## src/rtl/chr_map_pkg.sv

```systemverilog
package chr_map_pkg;
  localparam int unsigned NUM_BANKS = 6;
  localparam int unsigned IDX_W     = 3;

  typedef struct packed {
    logic [IDX_W-1:0] idx;
    logic             wide;
  } bank_pick_t;
endpackage

```

## src/rtl/chr_bank_regs.sv

```systemverilog
module chr_bank_regs
  import chr_map_pkg::*;
#(
  parameter int unsigned BANK_W = 8,
  parameter int unsigned NBANK  = NUM_BANKS
) (
  input  logic                          clk_i,
  input  logic                          rst_ni,
  input  logic                          we_i,
  input  logic                          a0_i,
  input  logic [BANK_W-1:0]             wdata_i,
  output logic [IDX_W-1:0]              sel_o,
  output logic                          inv_o,
  output logic [NBANK-1:0][BANK_W-1:0]  banks_o
);
  logic [IDX_W-1:0] sel_q;
  logic             inv_q;
  logic             unused_mid;

  assign unused_mid = ^wdata_i[BANK_W-2:IDX_W];

  always_ff @(posedge clk_i or negedge rst_ni) begin
    if (!rst_ni) begin
      sel_q <= '0;
      inv_q <= 1'b0;
    end else if (we_i && !a0_i) begin
      sel_q <= wdata_i[IDX_W-1:0];
      inv_q <= wdata_i[BANK_W-1];
    end
  end

  for (genvar g = 0; g < NBANK; g++) begin : g_bank
    always_ff @(posedge clk_i or negedge rst_ni) begin
      if (!rst_ni)
        banks_o[g] <= '0;
      else if (we_i && a0_i && (sel_q == IDX_W'(g)))
        banks_o[g] <= wdata_i;
    end
  end

  assign sel_o = sel_q;
  assign inv_o = inv_q;
endmodule

```

## src/rtl/chr_bank_pick.sv

```systemverilog
module chr_bank_pick
  import chr_map_pkg::*;
(
  input  logic [2:0]  win_i,   // video address bits 12:10
  input  logic        inv_i,
  output bank_pick_t  pick_o
);
  logic hi_half;

  always_comb begin
    hi_half = win_i[2] ^ inv_i;
    if (!hi_half) begin
      pick_o.wide = 1'b1;
      pick_o.idx  = {{(IDX_W-1){1'b0}}, win_i[1]};
    end else begin
      pick_o.wide = 1'b0;
      pick_o.idx  = IDX_W'(2) + IDX_W'(win_i[1:0]);
    end
  end
endmodule

```

## src/rtl/chr_addr_form.sv

```systemverilog
module chr_addr_form
  import chr_map_pkg::*;
#(
  parameter int unsigned BANK_W = 8,
  parameter int unsigned NBANK  = NUM_BANKS,
  parameter int unsigned WIN_W  = 10,
  localparam int unsigned ROM_AW = BANK_W - 1 + WIN_W
) (
  input  logic [NBANK-1:0][BANK_W-1:0] banks_i,
  input  bank_pick_t                   pick_i,
  input  logic [WIN_W:0]               low_i,   // video address bits 10:0
  output logic [ROM_AW-1:0]            rom_o,
  output logic                         nt_o
);
  logic [BANK_W-1:0] cur;
  logic              b0;

  always_comb begin
    cur   = banks_i[pick_i.idx];
    b0    = pick_i.wide ? low_i[WIN_W] : cur[0];
    rom_o = {cur[BANK_W-2:1], b0, low_i[WIN_W-1:0]};
    nt_o  = cur[BANK_W-1];
  end
endmodule

```

## src/rtl/chr_nt_mapper.sv

```systemverilog
module chr_nt_mapper
  import chr_map_pkg::*;
#(
  parameter int unsigned BANK_W = 8,
  parameter int unsigned VA_W   = 14,
  parameter int unsigned WIN_W  = 10,
  localparam int unsigned ROM_AW = BANK_W - 1 + WIN_W
) (
  input  logic              clk_i,
  input  logic              rst_ni,
  input  logic              cpu_we_i,
  input  logic              cpu_a0_i,
  input  logic [BANK_W-1:0] cpu_wdata_i,
  input  logic [VA_W-1:0]   vid_addr_i,
  output logic [ROM_AW-1:0] chr_addr_o,
  output logic              nt_a10_o
);
  logic [IDX_W-1:0]                  sel_q;
  logic                              inv_q;
  logic [NUM_BANKS-1:0][BANK_W-1:0]  banks;
  bank_pick_t                        pick;
  logic                              unused_a13;

  assign unused_a13 = vid_addr_i[VA_W-1];

  chr_bank_regs #(.BANK_W(BANK_W), .NBANK(NUM_BANKS)) u_regs (
    .clk_i   (clk_i),
    .rst_ni  (rst_ni),
    .we_i    (cpu_we_i),
    .a0_i    (cpu_a0_i),
    .wdata_i (cpu_wdata_i),
    .sel_o   (sel_q),
    .inv_o   (inv_q),
    .banks_o (banks)
  );

  chr_bank_pick u_pick (
    .win_i  (vid_addr_i[WIN_W+2:WIN_W]),
    .inv_i  (inv_q),
    .pick_o (pick)
  );

  chr_addr_form #(.BANK_W(BANK_W), .NBANK(NUM_BANKS), .WIN_W(WIN_W)) u_form (
    .banks_i (banks),
    .pick_i  (pick),
    .low_i   (vid_addr_i[WIN_W:0]),
    .rom_o   (chr_addr_o),
    .nt_o    (nt_a10_o)
  );
endmodule

```

## config.mk

```make
export PLATFORM = sky130hd
export DESIGN_NAME = chr_nt_mapper
export DESIGN_NICKNAME = d
export VERILOG_FILES = /design/src/rtl/chr_map_pkg.sv /design/src/rtl/chr_bank_regs.sv /design/src/rtl/chr_bank_pick.sv /design/src/rtl/chr_addr_form.sv /design/src/rtl/chr_nt_mapper.sv
export SDC_FILE = /design/constraint.sdc
export NUM_CORES = 1
export LEC_CHECK = 0
export BUFFER_PORTS_ARGS = -buffer_cell sky130_fd_sc_hd__buf_2
export CORE_MARGIN = 2
export CORE_UTILIZATION = 25
export DETAILED_ROUTE_END_ITERATION = 6
export MAX_ROUTING_LAYER = met4
export PLACE_DENSITY = 0.44
export SETUP_SLACK_MARGIN = 0.05
export SLEW_MARGIN = 20
export SYNTH_ARGS = -nofsm -noshare
export SYNTH_HDL_FRONTEND = slang
export SYNTH_SLANG_ARGS = --single-unit
```

## constraint.sdc

```tcl
create_clock -name clk_i -period 3.1 [get_ports clk_i]
set_input_delay 0.62 -clock clk_i [delete_from_list [all_inputs] [get_ports clk_i]]
set_output_delay 0.62 -clock clk_i [all_outputs]
set_load 0.01 [all_outputs]
```

==> reports/results.txt <==
After clock tree synthesis, the clock-pin slew on the worst setup and hold paths is 0.09 ns. The most repeated library cell on the critical path was sky130_fd_sc_hd__buf_2. The final routed DRC violation total is 0. The internal portion of the total power is 0.00153 W. For the worst endpoint data arrival time, the log shows 1.82 ns. The count of buffers added on input and output ports is 22.

The tree built by TritonCTS fans out to 50 sinks. The count of inserted antenna diode cells is 0, and the starting density of the core is 25.4%. The total congestion overflow after global routing is 0, and the leakage power of the design is 1.21 nW.

The total clock buffers created by CTS was 5; the overall fraction of global-route tracks in use was 10.7%. Ranked by total cell area, the synthesized netlist is headed by sky130_fd_sc_hd__dfrtp_1 51%, sky130_fd_sc_hd__mux2_2 19%, sky130_fd_sc_hd__mux2i_1 5.7%. Critical path class: in -> out.

The layout has 1,041 filler cells. For the final-report max-slew violation count, the log shows 0. Setup repair after global routing left no endpoint under its margin. The area growth from synthesis to layout was 10.6%. Each instance of the synthesized netlist takes up on average 13.0 sq um.

Walking the worst path, the cells encountered are buf_2, mux2i_1, nand2_1, o211ai_1, o21ai_0, buf_2. The synthesized flop and latch total came out at 50. The commonest non-fill, non-tap cell in the layout is sky130_fd_sc_hd__dfrtp_1. For the routed wire length, the log shows 5060 microns. The share of the cycle needed by the critical path after routing is 78.7%, and the post-synthesis instance area is 2450 sq um. In the layout the commonest cells are 50 x sky130_fd_sc_hd__dfrtp_1, 41 x sky130_fd_sc_hd__mux2_2, 22 x sky130_fd_sc_hd__buf_2, 16 x sky130_fd_sc_hd__nand2_1, 15 x sky130_fd_sc_hd__o21ai_0. The later pin in the worst-skew pair is clocked with a latency of 0.30 ns. The die outline area is 10,600 sq um, and the synthesized instance count is 189. After synthesis, the largest area contributor takes up 51.0% of total cell area. For the count of vias placed by the detailed router, the log shows 1,407. The final routed wire length divided by cell count was 15.2 microns.

In this run switching power makes up 27.4% of total power. For the pin with the worst max-slew slack, the measured transition is 0.604 ns. Async set-or-reset flop fraction in the synthesized netlist: 100%. The run gives 0.697 as the routability congestion estimate from global placement. Worst setup slack after placement: 0.625 ns. The tools report the relative slew slack as 59.7%. The first global-routing pass estimated 8070 microns of wire. Pin placement for this block handled 44 I/O pins.

For the net count after synthesis, the log shows 215. Once the clock tree was built, the setup fixing pass inserted 0 buffers. The HPWL reported at the end of detailed placement was 3240 microns. Yosys mapped a number of flops with a built-in enable equal to 0. Combinational cells account for 27.1% of the total power.

The tools report the number of antenna violations at the first check in global routing as 0. Cells fill 28.1% of the core in the end. The root buffer cell chosen for the clock tree is sky130_fd_sc_hd__clkbuf_8. The clock tree buffer depth is 2.

The run gives 0 as the number of setup violations in the final report. The floorplan step defined a core boundary enclosing 9640 sq um. The count of antenna-violating nets left after detailed routing is 0, and the clock share of power is 22.4%. For the sequential group share of total power, the log shows 50.5%.

The logs give 32 for the largest net degree at the start of global routing and 0.272 ns for the final-layout worst hold slack. The first-pass detailed-route iteration total is 4, and the instance area at placement is 2600 sq um. The dominant register cell in the synthesized netlist is sky130_fd_sc_hd__dfrtp_1. The power density relative to cell area was 779 nW/um^2; the post-route worst setup slack was 0.661 ns.

Of the cells placed in the final design, the portion with a size suffix greater than 1 is 42.7%. The clock tree synthesis step divided the H-tree into 2 levels. TritonCTS built the clock tree.

At the worst endpoint, the required time is 2.48 ns. Number of global-route vias before repair: 1,424. The worst hold path belongs to the class in -> async. The type of element capturing the critical path was an output pin. The number of hold buffers added after CTS was 0.

Along the worst path, the maximum fanout reaches 19. IR analysis of the VDD net gives a maximum drop of 0.270 mV. Dividing the detail-routed via count by the number of cells gives 4.24. The number of gates given a new drive strength after cts was 0; the switching power was 0.000579 W.

After the last flow step, the layout net total stands at 225. On the final layout, the worst clock skew is 0.00278 ns. The final critical path time including I/O delays and setup is 2.44 ns.

Sequential cells were found to cover 51.0% of the synthesized design area. Setup total negative slack on the finished layout was measured at 0 ns. Critical path startpoint category: an input port.

The run finished with clean final reports. The synthesized netlist contains 24 unique library cells. The width of the chip is 103 microns.

The tools report the yosys synthesis warning count as 0. On the critical path, the stage with the largest delay is an instance of sky130_fd_sc_hd__buf_2. For this block, the initial DRC count from the detailed router was 45. Count of endpoints failing hold in the final timing report: 0. The largest single stage delay on the critical path is 0.45 ns. The final design instance area without fill is 2710 sq um.

Of all cell types, the one taking the most synthesized area is sky130_fd_sc_hd__dfrtp_1. Max-cap violations in this run came to 0. The row count came out at 36. The die is 103 microns tall. Timing would allow up to 0.410 GHz.
[power groups by stage]
stage / logic [W] / registers (W) / clock network, W
after floorplan: 0.000486 / 0.00104 / 0
after global placement: 0.000574 / 0.00107 / 0
after detailed placement: 0.000584 / 0.00108 / 0
after CTS: 0.000584 / 0.00107 / 0.000495
after global routing: 0.000640 / 0.00111 / 0.000515
final: 0.000573 / 0.00107 / 0.000473
[stage by stage]
step | power (W) | cells
finish | 0.00211 | 332
CTS | 0.00215 | 332
floorplan | 0.00152 | 189
global route | 0.00226 | 332
global placement | 0.00165 | 325
detailed placement | 0.00166 | 325
[routing by layer]
layer | share of wire, % | vias to the layer above | routed length, microns | global-route usage [%]
met2 | 48 | 18 | 2410 | 16.6
met1 | 47 | 707 | 2360 | 13.7
met4 | 1.2 | 0 | 59 | 3.24
met3 | 4.5 | 5 | 228 | 2.98
li1 | - | 677 | - | -
met5 | 0 | - | 0 | -
[logic make-up (layout without fill, tap and decap cells)]
group | after synthesis | in the layout | synth area share (%)
mux | 64 | 64 | 29.9
flops | 50 | 50 | 51.0
simple gates | 29 | 29 | 6.79
compound gates | 24 | 24 | 5.72
buf+inv | 21 | 31 | 6.18
xor+xnor | 1 | 1 | 0.357
[Yosys cell counts (all sizes together), types with 2 or more instances]
cell type and count:
dfrtp 50, mux2 50, buf 20, nand2 16, o21ai 15, mux2i 14
o211ai 8, nand3 3, nor2 3, and3b 2, or3 2
[state kept, by name, indices dropped and copies added (netlist names)]
register,cells
u_regs.inv_o,1
u_regs.banks_o,46
u_regs.sel_o,3
[critical path: cells and delay by family]
| kind | cells | cell delay [ns] |
|---|---|---|
| AND/OR/NAND/NOR | 1 | 0.07 |
| multiplexers | 1 | 0.25 |
| AO/OA/AOI/OAI | 2 | 0.25 |
| buffers and inverters | 2 | 0.63 |
[worst paths after layout]
check	startpoint	endpoint	slack [ns]	cells after the start
min reg2reg	u_regs.banks_o[10]$_DFFE_PN0P_	u_regs.banks_o[10]$_DFFE_PN0P_	0.49	1
max in group asynchronous	rst_ni	u_regs.banks_o[40]$_DFFE_PN0P_	2.04	2
max reg2reg	u_regs.sel_o[1]$_DFFE_PN0P_	u_regs.banks_o[12]$_DFFE_PN0P_	1.45	3
max	vid_addr_i[10]	nt_a10_o	0.66	6
min	rst_ni	u_regs.banks_o[6]$_DFFE_PN0P_	0.27	1
min in group clk_i	u_regs.banks_o[10]$_DFFE_PN0P_	u_regs.banks_o[10]$_DFFE_PN0P_	0.49	1
[final cells by class]
| cell class | instances | area [sq um] | area share, % |
|---|---|---|---|
| clock buffer | 6 | 82.6 | 3.05 |
| clock inverter | 1 | 30.0 | 1.11 |
| multi-input combinational | 118 | 1060 | 38.9 |
| sequential | 50 | 1250 | 46.1 |
| tap | 133 | 166 | 6.14 |
| timing repair buffer | 24 | 125 | 4.61 |
No activity file was read; power rests on OpenSTA's default activity.
